File: src/rtl/dlcr_pkg.sv
// Package: shared types for the dual-lane router.
// Assumes: path encoding 0 = fast, 1 = interleaved, used on every port.
package dlcr_pkg;
    typedef enum logic {
        PATH_FAST = 1'b0,
        PATH_INTL = 1'b1
    } path_e;
endpackage

File: src/rtl/dlcr_lane_ser.sv
// Module: dlcr_lane_ser
// Splits a loaded byte into an even-bit lane and an odd-bit lane and
// shifts one bit of each lane out per clock, lowest index first.
// Assumes: DATA_W is even and at least 4; load is only raised when ready.
module dlcr_lane_ser #(
    parameter int DATA_W = 8
) (
    input  logic              clk,
    input  logic              rst_n,
    input  logic              load,
    input  logic [DATA_W-1:0] data,
    output logic              active,
    output logic              last,
    output logic              even_bit,
    output logic              odd_bit
);
    localparam int LANE_W = DATA_W / 2;
    localparam int CNT_W  = $clog2(LANE_W);
    localparam logic [CNT_W-1:0] LAST_IDX = CNT_W'(LANE_W - 1);

    logic [LANE_W-1:0] ev_init, od_init;
    logic [LANE_W-1:0] ev_q, od_q;
    logic [CNT_W-1:0]  cnt_q;
    logic              act_q;

    // Route even-indexed bits to lane 0 and odd-indexed bits to lane 1.
    for (genvar g = 0; g < LANE_W; g++) begin : g_split
        assign ev_init[g] = data[2*g];
        assign od_init[g] = data[2*g+1];
    end

    // Load a new byte, or shift both lanes one step and count the step.
    always_ff @(posedge clk) begin
        if (!rst_n) begin
            act_q <= 1'b0;
            cnt_q <= '0;
            ev_q  <= '0;
            od_q  <= '0;
        end else if (load) begin
            act_q <= 1'b1;
            cnt_q <= '0;
            ev_q  <= ev_init;
            od_q  <= od_init;
        end else if (act_q) begin
            ev_q  <= ev_q >> 1;
            od_q  <= od_q >> 1;
            cnt_q <= cnt_q + 1'b1;
            if (cnt_q == LAST_IDX) begin
                act_q <= 1'b0;
            end
        end
    end

    assign active   = act_q;
    assign last     = act_q && (cnt_q == LAST_IDX);
    assign even_bit = ev_q[0];
    assign odd_bit  = od_q[0];

    // a new byte is never loaded over one still in flight.
    a_r6_load_when_free: assert property (@(posedge clk) disable iff (!rst_n)
        load |-> (!act_q || last));

    // a byte not at its last step keeps sending on the next cycle.
    a_r2_no_early_stop: assert property (@(posedge clk) disable iff (!rst_n)
        (act_q && !last && !load) |=> act_q);

    // a load always leads to an active lane on the next cycle.
    a_r2_load_starts: assert property (@(posedge clk) disable iff (!rst_n)
        load |=> (act_q && cnt_q == '0));
endmodule

File: src/rtl/dlcr_path_steer.sv
// Module: dlcr_path_steer
// Latches the path choice of each byte when it is loaded and steers the
// merged {odd, even} pair onto the fast or interleaved output.
// Assumes: active and the lane bits come from dlcr_lane_ser.
module dlcr_path_steer
    import dlcr_pkg::*;
(
    input  logic       clk,
    input  logic       rst_n,
    input  logic       load,
    input  logic       addr_sel,
    input  logic       mode,
    input  logic       cfg_path,
    input  logic       active,
    input  logic       even_bit,
    input  logic       odd_bit,
    output logic [1:0] fast_pair,
    output logic       fast_vld,
    output logic [1:0] intl_pair,
    output logic       intl_vld
);
    path_e path_q;
    path_e path_new;
    logic [1:0] merged;

    // Pick the selector source named by the mode input.
    always_comb begin
        path_new = mode ? path_e'(cfg_path) : path_e'(addr_sel);
    end

    // Hold the path of the byte in flight; change it only on a load.
    always_ff @(posedge clk) begin
        if (!rst_n) begin
            path_q <= PATH_FAST;
        end else if (load) begin
            path_q <= path_new;
        end
    end

    // Merge both lanes into one pair and steer it to the chosen path.
    always_comb begin
        merged    = {odd_bit, even_bit};
        fast_vld  = active && (path_q == PATH_FAST);
        intl_vld  = active && (path_q == PATH_INTL);
        fast_pair = fast_vld ? merged : 2'b00;
        intl_pair = intl_vld ? merged : 2'b00;
    end

    // the two path strobes are never raised together.
    a_r5_one_strobe: assert property (@(posedge clk) disable iff (!rst_n)
        !(fast_vld && intl_vld));

    // a byte on the fast path does not move to the other path mid-byte.
    a_r4_fast_holds: assert property (@(posedge clk) disable iff (!rst_n)
        (fast_vld && !load) |=> !intl_vld);

    // a byte on the interleaved path does not move mid-byte.
    a_r4_intl_holds: assert property (@(posedge clk) disable iff (!rst_n)
        (intl_vld && !load) |=> !fast_vld);
endmodule

File: src/rtl/dlcr_lane_deser.sv
// Module: dlcr_lane_deser
// Merges pairs from the two receive paths (fast wins a tie), splits them
// into even and odd lanes, and rebuilds a byte after DATA_W/2 pairs.
// Assumes: DATA_W is even and at least 4.
module dlcr_lane_deser
    import dlcr_pkg::*;
#(
    parameter int DATA_W = 8
) (
    input  logic              clk,
    input  logic              rst_n,
    input  logic [1:0]        fast_pair,
    input  logic              fast_vld,
    input  logic [1:0]        intl_pair,
    input  logic              intl_vld,
    output logic [DATA_W-1:0] byte_out,
    output logic              byte_vld,
    output logic              byte_path
);
    localparam int LANE_W = DATA_W / 2;
    localparam int CNT_W  = $clog2(LANE_W);
    localparam logic [CNT_W-1:0] LAST_IDX = CNT_W'(LANE_W - 1);

    logic [1:0]        pair_sel;
    logic              take;
    path_e             src;
    logic [LANE_W-1:0] ev_q, od_q, ev_nx, od_nx;
    logic [DATA_W-1:0] built;
    logic [CNT_W-1:0]  cnt_q;
    path_e             first_q;
    logic [DATA_W-1:0] byte_q;
    logic              vld_q;
    path_e             bpath_q;

    // Merge the two paths into one pair stream; fast has priority.
    always_comb begin
        take     = fast_vld || intl_vld;
        pair_sel = fast_vld ? fast_pair : intl_pair;
        src      = fast_vld ? PATH_FAST : PATH_INTL;
        ev_nx    = {pair_sel[0], ev_q[LANE_W-1:1]};
        od_nx    = {pair_sel[1], od_q[LANE_W-1:1]};
    end

    // Interleave the two lanes back into byte order.
    for (genvar g = 0; g < LANE_W; g++) begin : g_join
        assign built[2*g]   = ev_nx[g];
        assign built[2*g+1] = od_nx[g];
    end

    // Collect pairs, remember the first path, and emit a finished byte.
    always_ff @(posedge clk) begin
        if (!rst_n) begin
            ev_q    <= '0;
            od_q    <= '0;
            cnt_q   <= '0;
            first_q <= PATH_FAST;
            byte_q  <= '0;
            vld_q   <= 1'b0;
            bpath_q <= PATH_FAST;
        end else begin
            vld_q <= 1'b0;
            if (take) begin
                ev_q <= ev_nx;
                od_q <= od_nx;
                if (cnt_q == '0) begin
                    first_q <= src;
                end
                if (cnt_q == LAST_IDX) begin
                    cnt_q   <= '0;
                    byte_q  <= built;
                    vld_q   <= 1'b1;
                    bpath_q <= first_q;
                end else begin
                    cnt_q <= cnt_q + 1'b1;
                end
            end
        end
    end

    assign byte_out  = byte_q;
    assign byte_vld  = vld_q;
    assign byte_path = bpath_q;

    // a rebuilt byte is always preceded by an accepted pair.
    a_r7_needs_pair: assert property (@(posedge clk) disable iff (!rst_n)
        byte_vld |-> $past(take));

    // the byte strobe lasts a single cycle.
    a_r7_single_pulse: assert property (@(posedge clk) disable iff (!rst_n)
        byte_vld |=> !byte_vld);
endmodule

File: src/rtl/dual_lane_chan_router.sv
// Module: dual_lane_chan_router (top)
// Transmit: even/odd lane serialiser plus per-byte path steering.
// Receive: path merge, lane split and byte reassembly.
// Assumes: DATA_W is even and at least 4; one clock domain.
module dual_lane_chan_router #(
    parameter int DATA_W = 8
) (
    input  logic              clk,
    input  logic              rst_n,
    input  logic              tx_valid,
    input  logic [DATA_W-1:0] tx_data,
    input  logic              tx_addr_sel,
    input  logic              cfg_mode,
    input  logic              cfg_path,
    output logic              tx_ready,
    output logic [1:0]        tx_fast_pair,
    output logic              tx_fast_vld,
    output logic [1:0]        tx_intl_pair,
    output logic              tx_intl_vld,
    input  logic [1:0]        rx_fast_pair,
    input  logic              rx_fast_vld,
    input  logic [1:0]        rx_intl_pair,
    input  logic              rx_intl_vld,
    output logic [DATA_W-1:0] rx_byte,
    output logic              rx_byte_vld,
    output logic              rx_path
);
    logic load, active, last, even_bit, odd_bit;

    // Accept a byte when idle or on the last pair of the current one.
    always_comb begin
        tx_ready = !active || last;
        load     = tx_valid && tx_ready;
    end

    dlcr_lane_ser #(.DATA_W(DATA_W)) u_ser (
        .clk      (clk),
        .rst_n    (rst_n),
        .load     (load),
        .data     (tx_data),
        .active   (active),
        .last     (last),
        .even_bit (even_bit),
        .odd_bit  (odd_bit)
    );

    dlcr_path_steer u_steer (
        .clk       (clk),
        .rst_n     (rst_n),
        .load      (load),
        .addr_sel  (tx_addr_sel),
        .mode      (cfg_mode),
        .cfg_path  (cfg_path),
        .active    (active),
        .even_bit  (even_bit),
        .odd_bit   (odd_bit),
        .fast_pair (tx_fast_pair),
        .fast_vld  (tx_fast_vld),
        .intl_pair (tx_intl_pair),
        .intl_vld  (tx_intl_vld)
    );

    dlcr_lane_deser #(.DATA_W(DATA_W)) u_deser (
        .clk       (clk),
        .rst_n     (rst_n),
        .fast_pair (rx_fast_pair),
        .fast_vld  (rx_fast_vld),
        .intl_pair (rx_intl_pair),
        .intl_vld  (rx_intl_vld),
        .byte_out  (rx_byte),
        .byte_vld  (rx_byte_vld),
        .byte_path (rx_path)
    );

    // with no byte on either path the block must be ready.
    a_r6_ready_when_idle: assert property (@(posedge clk) disable iff (!rst_n)
        (!tx_fast_vld && !tx_intl_vld) |-> tx_ready);

    // a cycle in reset leaves every strobe low on the next cycle.
    a_r1_quiet_after_reset: assert property (@(posedge clk)
        !rst_n |=> (!tx_fast_vld && !tx_intl_vld && !rx_byte_vld));
endmodule

File: config.mk
export PLATFORM = sky130hd
export DESIGN_NAME = dual_lane_chan_router
export DESIGN_NICKNAME = d
export VERILOG_FILES = /design/src/rtl/dlcr_pkg.sv /design/src/rtl/dlcr_lane_ser.sv /design/src/rtl/dlcr_path_steer.sv /design/src/rtl/dlcr_lane_deser.sv /design/src/rtl/dual_lane_chan_router.sv
export SDC_FILE = /design/constraint.sdc
export NUM_CORES = 1
export LEC_CHECK = 0
export BUFFER_PORTS_ARGS = -buffer_cell sky130_fd_sc_hd__buf_2
export CORE_UTILIZATION = 32
export DETAILED_ROUTE_END_ITERATION = 7
export PLACE_DENSITY = 0.61
export REMOVE_ABC_BUFFERS = 1
export SLEW_MARGIN = 10
export SYNTH_ARGS = -nofsm -noshare
export SYNTH_HDL_FRONTEND = slang
export SYNTH_SLANG_ARGS = --single-unit
File: constraint.sdc
create_clock -name clk -period 1.9 [get_ports clk]
set_input_delay 0.095 -clock clk [delete_from_list [all_inputs] [get_ports clk]]
set_output_delay 0.095 -clock clk [all_outputs]
set_load 0.01 [all_outputs]
==> results.toml, run 1 <==
[run_status]
status = "finished, final reports clean"

[critical_path]
timing.critical_path.cells = "ha_1, and2b_1, inv_1, buf_2"
worst_path_largest_cell_delay_ns = 0.35
worst_ep_required_time_ns = 1.80
worst-r2r-cell-count = 5
endpoint_kind = "output port"
worst_setup_path_startpoint = "u_ser.cnt_q[0]$_SDFFE_PP0P_"
critPathArrivalTime_ns = 1.53
rr_startpoint = "u_ser.cnt_q[0]$_SDFFE_PP0P_"
criticalPathCategory = "flop to output port"
crit-reg2reg-capture = "u_steer.path_q$_SDFFE_PN0P_"
critical_path.slowest_cell = "dfxtp_1"
crit_fanout = 14
worst-r2r-setup-slack_ns = 0.41
crit_end = "tx_ready"
worstSetupStartpointType = "flop"

[synth]
synth_enable_flop_cells = 0
combinational_family_with_the_most_area_after_synthesis = "compound AO/OA/AOI/OAI gates"
seq_area_frac_synth = 0.486
muxShareOfSynthArea = 0.0313
synth_cell_types = 26
post_synth_instance_area_um2 = 1280
synth_compound_area_frac = 0.263
ys_async_rst_share = 0
count_of_warnings_emitted_by_yosys = 0
ys_seq_elements = 31
synthesis.area_per_instance_um2 = 9.46
synthAdderAreaFrac = 0.0294
netlist_instances = 135
synth_simple_gate_area_share = 0.112
synth_ff_type = "dfxtp_1"
yosys.area_share.xor_xnor = 0.0137

[global_routing]
gr-total-overflow = 0
wire_length_of_the_first_global_routing_pass_um = 4460
pin_count_of_the_biggest_net_entering_global_routing = 16
initial_antenna_violation_count = 0
grt_use_total = 0.141
vias_in_the_first_global_route = 1005

[route]
wirelength_um = 2660
detailroute.via_count = 1074
post_drt_wl_per_cell_um = 12.0
first_iter_violations = 32
vias_per_cell = 4.86
drcViolationCount = 0
drt_pre_antenna_iters = 4
drtAntennaViolNets = 0

[worst_hold_path]
min_delay_worst_type = "input pin to flop"
min_path_cells = 3

[power]
reported_leakage_power_nw = 0.702
power_per_cell_area_nw_per_um2 = 906
total_power_consumption_w = 0.00142
max-vdd-ir-drop_uv = 322

[finish]
final_cell_area_um2 = 1570
design.final.nets = 195
share_of_layout_cells_above_drive_strength_1 = 0.272
fillCellCount = 395
synthesis_to_finish_area_growth_pct = 22.8
antenna-diode-count = 0

[sta]
period_share = 0.857
timing.fmax_mhz = 614
worst-slew-pin-transition_ns = 0.536
finClkSkew_ns = 0.00452
final_critical_path_setup_slack_ns = 0.272
post-route-min-period_ns = 1.63
timing_hold_violations_final = 0
worst_slack_on_hold_paths_ns = 0.0891
grt_setup_unrepaired = "no"
timing.final.max_slew_violations = 0
setup_viol = 0
setup-tns-final_ns = 0
slew_headroom = 0.641

[floorplan]
die_h_um = 65.2
core-area_um2 = 3740
io-pin-count = 37
floorplan.initialDensity = 0.341
placementRows = 22
die-area_um2 = 4250
die_width_um = 65.2

[clock_network]
cts-resized-gates = 0
postCtsSetupBuffers = 0
cts_tree = "yes"
clock-sinks = 31
numCtsBuffers = 5
clock-root-buffer = "clkbuf_8"
clk_latency_ns = 0.28
count_of_hold_fix_buffers_inserted_at_cts = 0
worst_setup_hold_path_clk_slew_ns = 0.06
cts.path.max_buffers = 2
ctsHtreeMaxLevel = 2

[placement]
io_buffer_count = 36
gp_routability_congestion = 0.775
pre_cts_slack_ns = 0.435
placed_inst_area_um2 = 1470
post-dp-hpwl_um = 1930

[flow_run]
reported_max_cap_violation_count = 0
==> cells in the final DEF (no fill, tap or decap), drive strengths merged <==
cell type,instances
buf,37
dfxtp,31
a21oi,15
o21ai,14
nand2,12
a22o,9
clkbuf,8
inv,7
nor2,6
a31oi,6
and2,4
mux2i,4
a211oi,3
ha,3
and3,3
a32oi,2
xnor2,2
o21a,2
or2,2
nor2b,1
and2b,1
a311oi,1
==> per-stage QoR <==
step | util | instances
after floorplan | - | 128
after CTS | 0.419 | 221
final | 0.419 | 221
after global placement | 0.392 | 213
after detailed placement | 0.392 | 213
after global routing | 0.419 | 221
==> registers in the layout, summed over array words and instances, names as in the netlist <==
name / cells
u_deser.byte_out: 8
u_ser.ev_q: 4
u_ser.od_q: 4
u_deser.ev_q: 3
u_deser.od_q: 3
u_deser.cnt_q: 2
u_ser.cnt_q: 2
u_deser.byte_path: 1
u_deser.byte_vld: 1
u_deser.first_q: 1
u_ser.active: 1
u_steer.path_q: 1
==> cells in the mapped netlist (all sizes together) (2+ instances only) <==
| cell | count | area, µm² |
|---|---|---|
| and3 | 3 | 23.8 |
| o21ai | 14 | 70.1 |
| ha | 3 | 37.5 |
| a32oi | 2 | 17.5 |
| a21oi | 15 | 86.3 |
| a211oi | 3 | 22.5 |
| clkbuf | 2 | 7.51 |
| inv | 7 | 26.3 |
| nand2 | 12 | 45.0 |
| o21a | 2 | 15.0 |
| nor2 | 6 | 22.5 |
| a22o | 9 | 78.8 |
| dfxtp | 31 | 621 |
| a31oi | 6 | 37.5 |
| or2 | 2 | 12.5 |
| and2 | 4 | 25.0 |
| xnor2 | 2 | 17.5 |
| buf | 5 | 48.8 |
| mux2i | 4 | 40.0 |
==> worst min path at each step <==
stage | end | startpoint
after detailed placement | u_ser.od_q[3]$_SDFFE_PN0P_ | tx_data[7]
final | u_ser.od_q[3]$_SDFFE_PN0P_ | tx_data[7]
after floorplan | u_ser.cnt_q[0]$_SDFFE_PP0P_ | tx_valid
after CTS | u_ser.od_q[3]$_SDFFE_PN0P_ | tx_data[7]
after global routing | u_ser.od_q[3]$_SDFFE_PN0P_ | tx_data[7]
after global placement | u_ser.ev_q[3]$_SDFFE_PN0P_ | tx_data[6]
==> kinds of logic (layout without fill, tap and decap cells) <==
kind of cell    after synthesis  after routing
flops                        31             31
buf+inv                      14             52
xor+xnor                      2              2
simple gates                 29             29
mux                           4              4
compound gates               52             52
fa+ha+maj                     3              3
==> metal layers <==
layer,part of all wire,GRT usage
met4,0.030,0.0842
met5,0,0
met3,0.033,0.0469
met2,0.48,0.220
met1,0.45,0.166
==> power breakdown <==
part | leakage, nW | switching [W] | internal [W]
registers | 0.253 | 0.0000254 | 0.000685
clock network | 0.0515 | 0.000223 | 0.000330
logic | 0.397 | 0.0000887 | 0.0000704
==> critical path, delay by kind of cell, from the launching register on <==
family | cells | cell delay, ns
simple gates | 1 | 0.23
fa+ha+maj | 1 | 0.15
flops | 1 | 0.35
buf+inv | 2 | 0.53
==> final cells by class <==
cell class / count / area (µm²) / area share
sequential: 31 / 621 / 0.396
clock buffer: 8 / 100 / 0.0638
inverter: 7 / 26.3 / 0.0167
tap: 48 / 60.1 / 0.0383
multi-input combinational: 90 / 574 / 0.366
timing repair buffer: 37 / 188 / 0.120
Power figures use the tool's default switching activity.
==> inputs of run 2 (changes only) <==
==> constraint.sdc (replaced) <==
create_clock -name clk -period 1.6 [get_ports clk]
set_input_delay 0.08 -clock clk [delete_from_list [all_inputs] [get_ports clk]]
set_output_delay 0.08 -clock clk [all_outputs]
set_load 0.01 [all_outputs]
==> run 2 against run 1 <==
Cell count up 1.4%. Design area is 2.9% higher. Setup slack got worse by 0.16 ns. Critical path type is now flop to flop.
==> results.toml, run 2 (same netlist as run 1, synthesis figures left out) <==
[run_status]
status = "finished, final reports clean"

[sta]
worst_slack_on_hold_paths_ns = 0.0800
timing_hold_violations_final = 0
period_share = 0.930
worst-slew-pin-transition_ns = 0.548
timing.fmax_mhz = 672
timing.final.max_slew_violations = 0
setup_viol = 0
grt_setup_unrepaired = "no"
slew_headroom = 0.633
post-route-min-period_ns = 1.49
setup-tns-final_ns = 0
finClkSkew_ns = 0.00624

[global_routing]
vias_in_the_first_global_route = 1117
grt_use_total = 0.149
wire_length_of_the_first_global_routing_pass_um = 4760
pin_count_of_the_biggest_net_entering_global_routing = 16
gr-total-overflow = 0
initial_antenna_violation_count = 0

[critical_path]
worstSetupStartpointType = "flop"
critPathArrivalTime_ns = 1.64
worst_ep_required_time_ns = 1.76
endpoint_kind = "flop"
crit_fanout = 7
criticalPathCategory = "flop to flop"

[route]
detailroute.via_count = 1113
first_iter_violations = 21
post_drt_wl_per_cell_um = 12.5
drt_pre_antenna_iters = 4
wirelength_um = 2800
vias_per_cell = 4.97
drcViolationCount = 0
drtAntennaViolNets = 0

[power]
reported_leakage_power_nw = 0.722
max-vdd-ir-drop_uv = 455
power_per_cell_area_nw_per_um2 = 1130

[clock_network]
numCtsBuffers = 5
worst_setup_hold_path_clk_slew_ns = 0.06
clock-sinks = 31
count_of_hold_fix_buffers_inserted_at_cts = 0
ctsHtreeMaxLevel = 2
clock-root-buffer = "clkbuf_8"
cts_tree = "yes"
clk_latency_ns = 0.27
cts.path.max_buffers = 2

[placement]
gp_routability_congestion = 0.790
io_buffer_count = 36
post-dp-hpwl_um = 2030
number_of_placed_instances_taps_included = 214

[finish]
finish.cell_count_without_fillers = 224
synthesis_to_finish_area_growth_pct = 26.3
antenna-diode-count = 0
mostFrequentLayoutCells = "buf_2 (36), dfxtp_1 (31), a21oi_1 (14), o21ai_0 (14), nand2_1 (12)"
layout.cells.most_common = "buf_2"
flip_flop_count_of_the_largest_register_all_copies_and_words_added = 8
design.final.nets = 198
finish.utilization = 0.431
share_of_layout_cells_above_drive_strength_1 = 0.301

[worst_hold_path]
min_delay_worst_type = "input pin to flop"

[floorplan]
io-pin-count = 37
core-area_um2 = 3740
placementRows = 22
die_width_um = 65.2
floorplan.initialDensity = 0.341
die_h_um = 65.2
die-area_um2 = 4250

[flow_run]
reported_max_cap_violation_count = 0
[run 2: cell count changes in the layout (fill, tap and decap cells not counted)]
cell        before  now
buf_4            1    4
and2b_1          1    0
and2b_2          0    1
bufinv_16        0    1
clkbuf_1         1    0
clkbuf_8         7    6
clkinv_2         0    1
clkinvlp_4       0    1
inv_1            7    6
[run 2: through the flow]
step                      area, µm²  worst slack, ns  total power [W]
after floorplan                1220            0.240         0.000971
after global placement         1480            0.207          0.00104
after detailed placement       1480            0.106          0.00105
after CTS                      1610           0.0421          0.00185
after global routing           1610           0.0191          0.00191
final                          1610            0.112          0.00183
[run 2: power by group]
part           switching [W]  internal [W]
combinational       0.000113     0.0000906
clock               0.000280      0.000503
sequential         0.0000275      0.000814
total               0.000420       0.00141
[run 2: layout make-up]
cell class / count / area [µm²]
fillers: 389 / 2130
flip-flops and latches: 31 / 621
multi-input cells: 90 / 576
repair buffers: 40 / 210
clock buffers: 6 / 82.6
well taps: 48 / 60.1
clock inverters: 2 / 35.0
inverters: 7 / 30.0
[run 2: repair_timing]
action / 4_1_cts / 5_1_grt
gates resized for setup: 1 / 1
pin swaps: 0 / 0
cloned: 0 / 0
setup endpoints to repair: 1 / 7
buffers inserted: 2 / 0
[run 2: worst paths after layout]
kind / startpoint / endpoint / slack [ns] / cells after the start
max: u_ser.cnt_q[0]$_SDFFE_PP0P_ / u_ser.od_q[1]$_SDFFE_PN0P_ / 0.11 / 6
min: tx_data[7] / u_ser.od_q[3]$_SDFFE_PN0P_ / 0.08 / 3
max reg2reg: u_ser.cnt_q[0]$_SDFFE_PP0P_ / u_ser.od_q[1]$_SDFFE_PN0P_ / 0.11 / 6
min reg2reg: u_deser.od_q[1]$_SDFFE_PN0N_ / u_deser.od_q[1]$_SDFFE_PN0N_ / 0.46 / 2
[run 2: metal layers]
layer	GRT usage	vias up	routed length, µm
li1	-	560	-
met1	0.167	532	1260
met2	0.250	19	1430
met3	0.0434	2	83
met4	0.0815	0	30
met5	0	-	0
[run 2: worst max-delay path, cell delays in order, from the launching register on]
cell and delay, ns:
dfxtp_1 0.32, ha_1 0.18, and2b_2 0.28, clkinvlp_4 0.16, buf_4 0.18, a31oi_1 0.16
a21oi_1 0.08
